File: config.mk
export PLATFORM = sky130hd
export DESIGN_NAME = tdc_word_decoder
export DESIGN_NICKNAME = d
export VERILOG_FILES = /design/src/rtl/tdc_dec_pkg.sv /design/src/rtl/tdc_field_split.sv /design/src/rtl/tdc_trig_hold.sv /design/src/rtl/tdc_rollover_fix.sv /design/src/rtl/tdc_word_decoder.sv
export SDC_FILE = /design/constraint.sdc
export NUM_CORES = 1
export LEC_CHECK = 0
export BUFFER_PORTS_ARGS = -buffer_cell sky130_fd_sc_hd__buf_2
export CORE_MARGIN = 2
export CORE_UTILIZATION = 30
export CTS_CLUSTER_DIAMETER = 40
export DETAILED_ROUTE_END_ITERATION = 6
export GPL_TIMING_DRIVEN = 1
export SYNTH_ARGS = -nofsm -noshare
export SYNTH_HDL_FRONTEND = slang
export SYNTH_SLANG_ARGS = --single-unit
File: constraint.sdc
create_clock -name clk_i -period 2.77 [get_ports clk_i]
set_clock_uncertainty 0.2 [all_clocks]
set_input_delay 0.1385 -clock clk_i [delete_from_list [all_inputs] [get_ports clk_i]]
set_output_delay 0.1385 -clock clk_i [all_outputs]
set_load 0.005 [all_outputs]
File: src/rtl/tdc_dec_pkg.sv
package tdc_dec_pkg;
  localparam int unsigned WORD_W_DEF  = 32;
  localparam int unsigned CNT_W_DEF   = 16;
  localparam int unsigned TRIG_W_DEF  = 9;
  localparam int unsigned TRIG_SH_DEF = 7;
  localparam int unsigned CHAN_W_DEF  = 6;
  localparam int unsigned KIND_BIT    = 23;
  localparam int unsigned SLOT_W      = 5;
  localparam int unsigned ERR_W       = 3;

  typedef enum logic {
    KIND_HDR = 1'b0,
    KIND_HIT = 1'b1
  } word_kind_e;
endpackage

File: src/rtl/tdc_field_split.sv
module tdc_field_split
  import tdc_dec_pkg::*;
#(
  parameter int unsigned WORD_W  = WORD_W_DEF,
  parameter int unsigned CNT_W   = CNT_W_DEF,
  parameter int unsigned TRIG_W  = TRIG_W_DEF,
  parameter int unsigned TRIG_SH = TRIG_SH_DEF,
  parameter int unsigned CHAN_W  = CHAN_W_DEF,
  localparam int unsigned OFF_W  = $clog2(WORD_W)
) (
  input  logic [WORD_W-1:0] word_i,
  input  logic [OFF_W-1:0]  chan_offset_i,
  input  logic              hires_i,
  output word_kind_e        kind_o,
  output logic [SLOT_W-1:0] slot_o,
  output logic [ERR_W-1:0]  err_o,
  output logic [TRIG_W-1:0] trig_o,
  output logic [CNT_W-1:0]  cnt_o,
  output logic [CHAN_W:0]   chan_o
);
  logic [WORD_W-1:0] shifted;
  logic [CHAN_W-1:0] field;
  logic [CHAN_W:0]   field_x;

  assign kind_o  = word_kind_e'(word_i[KIND_BIT]);
  assign slot_o  = word_i[WORD_W-1 -: SLOT_W];
  assign err_o   = word_i[WORD_W-1-SLOT_W -: ERR_W];
  assign trig_o  = word_i[TRIG_SH +: TRIG_W];
  assign cnt_o   = word_i[CNT_W-1:0];
  assign shifted = word_i >> chan_offset_i;

  always_comb begin
    if (kind_o == KIND_HIT) field = shifted[CHAN_W-1:0];
    else                    field = word_i[CHAN_W-1:0];
  end

  assign field_x = {1'b0, field};
  // numbering starts at 1; pair mode folds two channels into one
  assign chan_o  = hires_i ? (field_x >> 1) + 1'b1 : field_x + 1'b1;
endmodule

File: src/rtl/tdc_trig_hold.sv
module tdc_trig_hold #(
  parameter int unsigned TRIG_W  = tdc_dec_pkg::TRIG_W_DEF,
  parameter int unsigned TRIG_SH = tdc_dec_pkg::TRIG_SH_DEF,
  localparam int unsigned SC_W   = TRIG_W + TRIG_SH
) (
  input  logic              clk_i,
  input  logic              rst_ni,
  input  logic              load_i,
  input  logic [TRIG_W-1:0] trig_i,
  output logic [SC_W-1:0]   scaled_o,
  output logic [SC_W-1:0]   trig_q_o,
  output logic              seen_o
);
  logic [SC_W-1:0] trig_q;
  logic            seen_q;

  // x*2^SH + (2^SH-1): coarse tick covers the top of its fine range
  assign scaled_o = {trig_i, {TRIG_SH{1'b1}}};

  always_ff @(posedge clk_i or negedge rst_ni) begin
    if (!rst_ni) begin
      trig_q <= '0;
      seen_q <= 1'b0;
    end else if (load_i) begin
      trig_q <= scaled_o;
      seen_q <= 1'b1;
    end
  end

  assign trig_q_o = trig_q;
  assign seen_o   = seen_q;
endmodule

File: src/rtl/tdc_rollover_fix.sv
module tdc_rollover_fix #(
  parameter int unsigned CNT_W  = tdc_dec_pkg::CNT_W_DEF,
  parameter int unsigned SC_W   = tdc_dec_pkg::CNT_W_DEF,
  localparam int unsigned TIME_W = CNT_W + 1,
  localparam int unsigned CMP_W  = (SC_W > CNT_W) ? SC_W : CNT_W
) (
  input  logic [CNT_W-1:0]  cnt_i,
  input  logic [SC_W-1:0]   trig_i,
  input  logic              seen_i,
  input  logic [CNT_W-1:0]  window_i,
  output logic [TIME_W-1:0] time_o
);
  logic [CMP_W-1:0] cnt_c, trig_c;
  logic             wrap;

  assign cnt_c  = CMP_W'(cnt_i);
  assign trig_c = CMP_W'(trig_i);
  assign wrap   = seen_i && (cnt_c < trig_c);

  always_comb begin
    if (wrap) time_o = {1'b0, cnt_i} + {1'b0, window_i};
    else      time_o = {1'b0, cnt_i};
  end
endmodule

File: src/rtl/tdc_word_decoder.sv
module tdc_word_decoder
  import tdc_dec_pkg::*;
#(
  parameter int unsigned WORD_W  = WORD_W_DEF,
  parameter int unsigned CNT_W   = CNT_W_DEF,
  parameter int unsigned TRIG_W  = TRIG_W_DEF,
  parameter int unsigned TRIG_SH = TRIG_SH_DEF,
  parameter int unsigned CHAN_W  = CHAN_W_DEF,
  localparam int unsigned OFF_W  = $clog2(WORD_W),
  localparam int unsigned TIME_W = CNT_W + 1,
  localparam int unsigned SC_W   = TRIG_W + TRIG_SH
) (
  input  logic              clk_i,
  input  logic              rst_ni,
  input  logic              word_valid_i,
  output logic              word_ready_o,
  input  logic [WORD_W-1:0] word_data_i,
  input  logic [OFF_W-1:0]  chan_offset_i,
  input  logic              hires_i,
  input  logic [CNT_W-1:0]  window_max_i,
  output logic              rec_valid_o,
  output logic              rec_is_hdr_o,
  output logic [SLOT_W-1:0] rec_slot_o,
  output logic [ERR_W-1:0]  rec_err_o,
  output logic [CHAN_W:0]   rec_chan_o,
  output logic [TIME_W-1:0] rec_time_o,
  output logic              rec_trig_ok_o
);
  word_kind_e        kind;
  logic [SLOT_W-1:0] slot;
  logic [ERR_W-1:0]  err;
  logic [TRIG_W-1:0] trig_raw;
  logic [CNT_W-1:0]  cnt;
  logic [CHAN_W:0]   chan;
  logic [SC_W-1:0]   trig_now, trig_held;
  logic              seen;
  logic [TIME_W-1:0] hit_time, rec_time_d;
  logic              ready_q, accept, is_ovf, emit;

  tdc_field_split #(
    .WORD_W(WORD_W), .CNT_W(CNT_W), .TRIG_W(TRIG_W),
    .TRIG_SH(TRIG_SH), .CHAN_W(CHAN_W)
  ) u_split (
    .word_i(word_data_i), .chan_offset_i(chan_offset_i), .hires_i(hires_i),
    .kind_o(kind), .slot_o(slot), .err_o(err), .trig_o(trig_raw),
    .cnt_o(cnt), .chan_o(chan)
  );

  assign accept = word_valid_i && ready_q;
  assign is_ovf = (kind == KIND_HIT) && (&cnt);
  assign emit   = accept && !is_ovf;

  tdc_trig_hold #(.TRIG_W(TRIG_W), .TRIG_SH(TRIG_SH)) u_trig (
    .clk_i(clk_i), .rst_ni(rst_ni),
    .load_i(accept && (kind == KIND_HDR)), .trig_i(trig_raw),
    .scaled_o(trig_now), .trig_q_o(trig_held), .seen_o(seen)
  );

  tdc_rollover_fix #(.CNT_W(CNT_W), .SC_W(SC_W)) u_fix (
    .cnt_i(cnt), .trig_i(trig_held), .seen_i(seen),
    .window_i(window_max_i), .time_o(hit_time)
  );

  always_comb begin
    if (kind == KIND_HDR) rec_time_d = TIME_W'(trig_now);
    else                  rec_time_d = hit_time;
  end

  always_ff @(posedge clk_i or negedge rst_ni) begin
    if (!rst_ni) begin
      ready_q       <= 1'b0;
      rec_valid_o   <= 1'b0;
      rec_is_hdr_o  <= 1'b0;
      rec_slot_o    <= '0;
      rec_err_o     <= '0;
      rec_chan_o    <= '0;
      rec_time_o    <= '0;
      rec_trig_ok_o <= 1'b0;
    end else begin
      ready_q     <= 1'b1;
      rec_valid_o <= emit;
      if (emit) begin
        rec_is_hdr_o  <= (kind == KIND_HDR);
        rec_slot_o    <= slot;
        rec_err_o     <= err;
        rec_chan_o    <= chan;
        rec_time_o    <= rec_time_d;
        rec_trig_ok_o <= (kind == KIND_HDR) || seen;
      end
    end
  end

  assign word_ready_o = ready_q;
endmodule

==> flow_summary.json, run 1 <==
{
  "drcViolationCount": 0,
  "crit_type": "in2reg",
  "rrSetupSlack_ns": 0.20,
  "vias": 4174,
  "finalPower_mw": 2.56,
  "fin_ws_ns": 0.117,
  "drtIter0Drc": 245,
  "maxCapViolations": 0,
  "grt_pass1_wl_um": 21700,
  "fin_util": 0.402,
  "avgSynthCellArea_sq_um": 9.89,
  "wl_per_cell_um": 17.3,
  "final_cell_area_sq_mm": 0.00584,
  "cp_slowest_cell": "dlygate4sd3_1",
  "grt_max_degree": 40,
  "cpLargestDelayFamily": "buffers and inverters",
  "r2r_cells": 12,
  "die_w_um": 126,
  "fin_crit_ns": 2.65,
  "synth_top_area_share": 0.257,
  "synth_nets": 543,
  "p_clk_frac": 0.276,
  "peakVddDrop_mv": 0.232,
  "rsz0062_at_grt": "no",
  "slew_violations": 0,
  "io_buffers": 92,
  "p_comb_frac": 0.400,
  "worst_pin_slew_ns": 0.611,
  "synth_fa_ha_area_frac": 0.0968,
  "first_global_vias": 4293,
  "synthDistinctLibCells": 61,
  "final_nets": 689,
  "drive_gt1_frac": 0.361,
  "p_switching_mw": 0.835,
  "synthSimpleGateAreaFrac": 0.132,
  "clock-sinks": 46,
  "arrival_ns": 2.68,
  "post-place-ws_ns": -0.145,
  "clock.fmax_mhz": 377,
  "synth_top_family_by_area": "multiplexers",
  "critPathBufInv": 3,
  "critical_path.max_stage_delay_ns": 0.53,
  "cp-start-kind": "primary input",
  "rows": 44,
  "synthFlopType": "dfrtp_1",
  "yosysWarnings": 0,
  "seqPwrFrac": 0.324,
  "yosys.area.top_type": "dfrtp_1",
  "intPower_mw": 1.72,
  "diodes": 0,
  "hold_viol": 0,
  "gp_congestion": 0.891,
  "cts_root_buf": "clkbuf_16",
  "r2r_start": "u_trig.trig_q_o[9]",
  "htreeDepth": 2,
  "synth-compound-area-share": 0.168,
  "setup_viol": 0,
  "async_flop_share": 1.00,
  "wl_um": 13500,
  "area_growth_pct": 30.6,
  "p_leak_nw": 2.71,
  "antenna_found_initial": 0,
  "via_per_inst": 5.33,
  "antenna_left": 0,
  "clk_pin_slew_ns": 0.07,
  "die_h_um": 126,
  "fill_cells": 1459,
  "syn_area_sq_mm": 0.00447,
  "ys_seq_elements": 46,
  "hold_path_end": "u_trig.trig_q_o[10]",
  "track_usage": 0.171,
  "ios": 93,
  "hp-start": "word_data_i[10]",
  "clockBufferDepth": 2,
  "swShare": 0.326,
  "seq_area_sq_mm": 0.00115,
  "r2r-end": "rec_time_o[4]",
  "final_cells": 783,
  "cts_tree": "built",
  "die-area_sq_mm": 0.0159,
  "start_util": 0.308,
  "synth_edf_count": 0,
  "syn_inst": 452,
  "hp-class": "in2reg",
  "crit_fanout": 5,
  "crit_chain": "dlygate4sd3_1, buf_2, mux4_2, nand2_1, nand4_1, a41oi_1, buf_4, a2111oi_4, xor2_1, or3_1, o211ai_2",
  "worstHoldPathCells": 2,
  "synth_mux_area_frac": 0.263,
  "gr-total-overflow": 0,
  "post_dp_cell_area_sq_mm": 0.00551,
  "synth_area_leaders": "dfrtp_1, mux4_2, ha_1",
  "clk_latency_ns": 0.30,
  "first_pass_iters": 4,
  "endpoint_kind": "flop",
  "multi_input_area_sq_mm": 0.00315,
  "relSlewSlack": 0.593,
  "dp_hpwl_um": 10600,
  "core_area_sq_mm": 0.0145,
  "fin_crit_sh": 0.958,
  "numCtsBuffers": 5,
  "ys_seq_area_frac": 0.257,
  "synthXorXnorAreaFrac": 0.0372,
  "pwr_density_cell_mw_per_mm2": 438,
  "whs_ns": 0.0312,
  "fin_tns_setup_ns": 0,
  "crit_required_ns": 2.80,
  "status": "finished clean",
  "place_inst": 761
}
## power groups by stage
stage                     registers (mW)  clock network [mW]  logic (mW)
final                              0.829               0.704        1.02
after global placement             0.838                   0       0.970
after detailed placement           0.842                   0       0.996
after floorplan                    0.843                   0       0.591
after CTS                          0.830               0.728        1.02
after global routing               0.843               0.756        1.13
## state kept, by name, summed over array words and instances, names as in the netlist
name and flops:
rec_time_o 17, rec_is_hdr_o 1, rec_trig_ok_o 1, rec_chan_o 7
rec_err_o 3, rec_slot_o 5, word_ready_o 1, u_trig.trig_q_o 10
rec_valid_o 1
## cells in the mapped netlist (6+ instances only)
| master | number |
|---|---|
| nor3_1 | 6 |
| a21o_1 | 8 |
| nor2b_1 | 6 |
| clkbuf_1 | 11 |
| mux2_2 | 11 |
| ha_1 | 33 |
| mux2i_1 | 21 |
| a21oi_1 | 21 |
| nand2b_1 | 7 |
| nor2_1 | 26 |
| inv_1 | 20 |
| buf_1 | 7 |
| o21ai_0 | 28 |
| o211ai_1 | 9 |
| nand2_1 | 60 |
| xor2_1 | 7 |
| dfrtp_1 | 46 |
| mux4_2 | 28 |
| xnor2_1 | 12 |
| mux4_1 | 8 |
## cell families after synthesis
| family | count (synthesis) |
|---|---|
| adders and majority gates | 34 |
| DFF | 46 |
| buffers and inverters | 46 |
| and+or+nand+nor | 128 |
| muxes | 68 |
| other | 1 |
| AOI/OAI and AO/OA | 110 |
| xor gates and xnor gates | 19 |
## worst max-delay path by stage
| stage | start | endpoint | slack [ns] | cells after the start |
|---|---|---|---|---|
| 6_report | word_data_i[29] | rec_chan_o[5] | 0.12 | 11 |
| 3_3_place_gp | word_data_i[0] | rec_time_o[16] | -0.13 | 11 |
| 3_5_place_dp | u_trig.trig_q_o[6] | rec_time_o[7] | -0.15 | 11 |
| 4_1_cts | u_trig.trig_q_o[6] | rec_time_o[7] | 0.01 | 11 |
| 2_1_floorplan | chan_offset_i[0] | rec_chan_o[5] | 0.001 | 14 |
| 5_1_grt | word_data_i[29] | rec_chan_o[5] | 0.003 | 14 |
## final cells by class
type | instances | share of cell area
clock buffers | 7 | 0.0227
repair buffers | 165 | 0.184
flip-flops and latches | 46 | 0.197
clock inverters | 1 | 0.00514
inverters | 20 | 0.0129
multi-input cells | 360 | 0.539
well taps | 184 | 0.0394
## per-layer routing
metal	part of all wire	vias to the layer above	track usage
met5	0	-	0
met4	0.022	0	0.0556
met2	0.51	117	0.305
met3	0.048	23	0.0259
li1	-	2001	-
met1	0.42	2033	0.211
## timing repair
action	4_1_cts	5_1_grt
endpoints found under the hold margin	33	0
cloned	0	0
resized for setup	2	10
pin swaps	0	6
setup endpoints to repair	9	19
setup buffers	0	4
hold buffers	10	0
## cell usage in the layout (no fill, tap or decap), drive strengths merged, types with 3 or more instances in the layout
cell,count
buf,154
nand2,60
dfrtp,46
mux4,36
ha,33
o21ai,28
nor2,26
mux2i,21
a21oi,21
inv,20
xnor2,12
mux2,11
dlygate4sd3,10
o211ai,10
a21o,8
clkbuf,8
nand2b,7
xor2,7
nor2b,6
nor3,6
o22ai,5
a31oi,5
nand4,5
o21bai,4
o21a,4
and3,3
nand3,3
or2,3
a211oi,3
a2111oi,3
o311ai,3
## worst reg2reg max path, stage by stage (launching register included)
cell	delay [ns]
dfrtp_1	0.35
inv_1	0.05
ha_1	0.28
a21o_1	0.18
a21o_1	0.17
a21oi_1	0.16
a31oi_1	0.11
a211oi_2	0.22
buf_4	0.15
o211ai_1	0.09
buf_4	0.20
mux2i_1	0.18
a21oi_1	0.09
No activity file was read; power rests on OpenSTA's default activity.
==> inputs of run 2 (changes only) <==
--- a/config.mk
+++ b/config.mk
@@ -5,12 +5,13 @@
 export SDC_FILE = /design/constraint.sdc
 export NUM_CORES = 1
 export LEC_CHECK = 0
-export BUFFER_PORTS_ARGS = -buffer_cell sky130_fd_sc_hd__buf_2
 export CORE_MARGIN = 2
 export CORE_UTILIZATION = 30
 export CTS_CLUSTER_DIAMETER = 40
 export DETAILED_ROUTE_END_ITERATION = 6
+export DONT_BUFFER_PORTS = 1
 export GPL_TIMING_DRIVEN = 1
+export SETUP_SLACK_MARGIN = 0.5
 export SYNTH_ARGS = -nofsm -noshare
 export SYNTH_HDL_FRONTEND = slang
 export SYNTH_SLANG_ARGS = --single-unit
==> run 2 against run 1 <==
Against the previous run:
- the run now ends with negative hold slack left
- cell area shrank 8.7%
- register-to-register slack hardly changed
- critical path depth is 1 higher
- sequential power grew 3.4%
- via count is 8.1% lower
- global-route usage is 0.22 points lower
==> flow_summary.json, run 2 (synthesis gave the netlist of run 1 again) <==
{
  "top_register": "rec_time_o",
  "area_growth_pct": 19.3,
  "r2r_start": "u_trig.trig_q_o[9]",
  "io_buffers": 0,
  "rrSetupSlack_ns": 0.19,
  "crit_fanout": 8,
  "maxCapViolations": 0,
  "ios": 93,
  "setup_viol": 0,
  "clock-sinks": 46,
  "fin_tns_setup_ns": 0,
  "r2r-end": "rec_time_o[7]",
  "rows": 44,
  "first_pass_iters": 4,
  "fin_crit_ns": 2.58,
  "gp_congestion": 0.832,
  "pwr_density_cell_mw_per_mm2": 426,
  "clk_latency_ns": 0.29,
  "antenna_left": 0,
  "dp_hpwl_um": 9390,
  "relSlewSlack": 0.509,
  "post_dp_cell_area_sq_mm": 0.00471,
  "rsz0062_at_grt": "yes",
  "crit_type": "reg2reg",
  "diodes": 0,
  "drtIter0Drc": 220,
  "cts_root_buf": "clkbuf_16",
  "cp-startpoint": "u_trig.trig_q_o[9]",
  "final_cell_area_sq_mm": 0.00533,
  "cts_hold_buf": 27,
  "slew_violations": 0,
  "htreeDepth": 2,
  "crit_required_ns": 2.74,
  "die-area_sq_mm": 0.0159,
  "violations": "negative hold slack",
  "p_leak_nw": 2.21,
  "r2r_cells": 12,
  "die_h_um": 126,
  "grt_max_degree": 47,
  "track_usage": 0.169,
  "hp-start": "word_data_i[0]",
  "arrival_ns": 2.55,
  "status": "finished, violations left",
  "drive_gt1_frac": 0.211,
  "wl_per_cell_um": 20.4,
  "start_util": 0.308,
  "core_area_sq_mm": 0.0145,
  "worstHoldPathCells": 2,
  "first_global_vias": 3840,
  "clockBufferDepth": 2,
  "antenna_found_initial": 0,
  "fin_crit_sh": 0.931,
  "hold_path_end": "rec_time_o[0]",
  "wl_um": 13600,
  "post-place-ws_ns": 0.0969,
  "vias": 3835,
  "drcViolationCount": 0,
  "worst_pin_slew_ns": 0.733,
  "final_nets": 573,
  "endpoint_kind": "flop",
  "layout_common_cells": "nand2_1, dfrtp_1, mux4_2, ha_1, dlygate4sd3_1",
  "layout_commonest_cell": "nand2_1",
  "cts_tree": "built",
  "via_per_inst": 5.75,
  "die_w_um": 126,
  "clock.fmax_mhz": 388,
  "largest_reg_flops": 17,
  "clk_pin_slew_ns": 0.07,
  "peakVddDrop_mv": 0.252,
  "whs_ns": -0.150,
  "cp-start-kind": "flop",
  "hold_viol": 1,
  "grt_pass1_wl_um": 21300,
  "numCtsBuffers": 5,
  "hp-class": "in2reg",
  "gr-total-overflow": 0,
  "fin_ws_ns": 0.192
}
## run 2: power breakdown
group | leakage, nW | switching, mW | total [mW] | internal, mW
Sequential | 0.542 | 0.0812 | 0.857 | 0.776
Combinational | 1.60 | 0.371 | 0.806 | 0.435
Clock | 0.0708 | 0.274 | 0.609 | 0.336
## run 2: how the worst max path moves through the flow
stage | to | slack (ns) | cells after the start
CTS | rec_time_o[9] | 0.23 | 12
floorplan | rec_chan_o[5] | 0.01 | 13
global placement | rec_chan_o[5] | 0.16 | 11
global route | rec_time_o[13] | 0.07 | 12
detailed placement | rec_chan_o[5] | 0.1 | 11
finish | rec_time_o[7] | 0.19 | 12
## run 2: area by class of cell
| cell class | instances | area [sq um] |
|---|---|---|
| fill | 1457 | 9200 |
| multi-input combinational | 360 | 3270 |
| sequential | 46 | 1150 |
| timing repair buffer | 49 | 460 |
| tap | 184 | 230 |
| clock buffer | 6 | 129 |
| inverter | 20 | 77.6 |
| clock inverter | 2 | 13.8 |
## run 2: stage by stage
| stage | utilization | power [mW] | instances |
|---|---|---|---|
| 2_1_floorplan | - | 1.45 | 452 |
| 3_3_place_gp | 0.324 | 1.53 | 617 |
| 3_5_place_dp | 0.324 | 1.55 | 617 |
| 4_1_cts | 0.358 | 2.24 | 658 |
| 5_1_grt | 0.367 | 2.42 | 667 |
| 6_report | 0.367 | 2.27 | 667 |
## run 2: critical path: stages (launching register included)
cell       delay [ns]
dfrtp_1          0.35
inv_1            0.04
ha_1             0.31
and4_4           0.24
o211ai_1         0.09
a21o_1           0.17
a31oi_2          0.15
a211oi_2         0.06
o2111ai_1        0.18
buf_4            0.20
buf_4            0.12
mux2i_1          0.23
o21ai_0          0.10
## run 2: repair_timing
action,in CTS,in global routing
endpoints found under the setup margin,19,21
buffers inserted,6,9
endpoints found under the hold margin,87,1
gates resized for setup,5,15
pin swaps,3,7
## run 2: layer usage
metal  global-route usage  wire, um  vias to the layer above  part of all wire
met2                0.298      7010                      157              0.52
li1                     -         -                     1774                 -
met5                    0         0                        -                 0
met1                0.206      5410                     1885              0.40
met3               0.0416       932                       19             0.069
met4               0.0440       248                        0             0.018
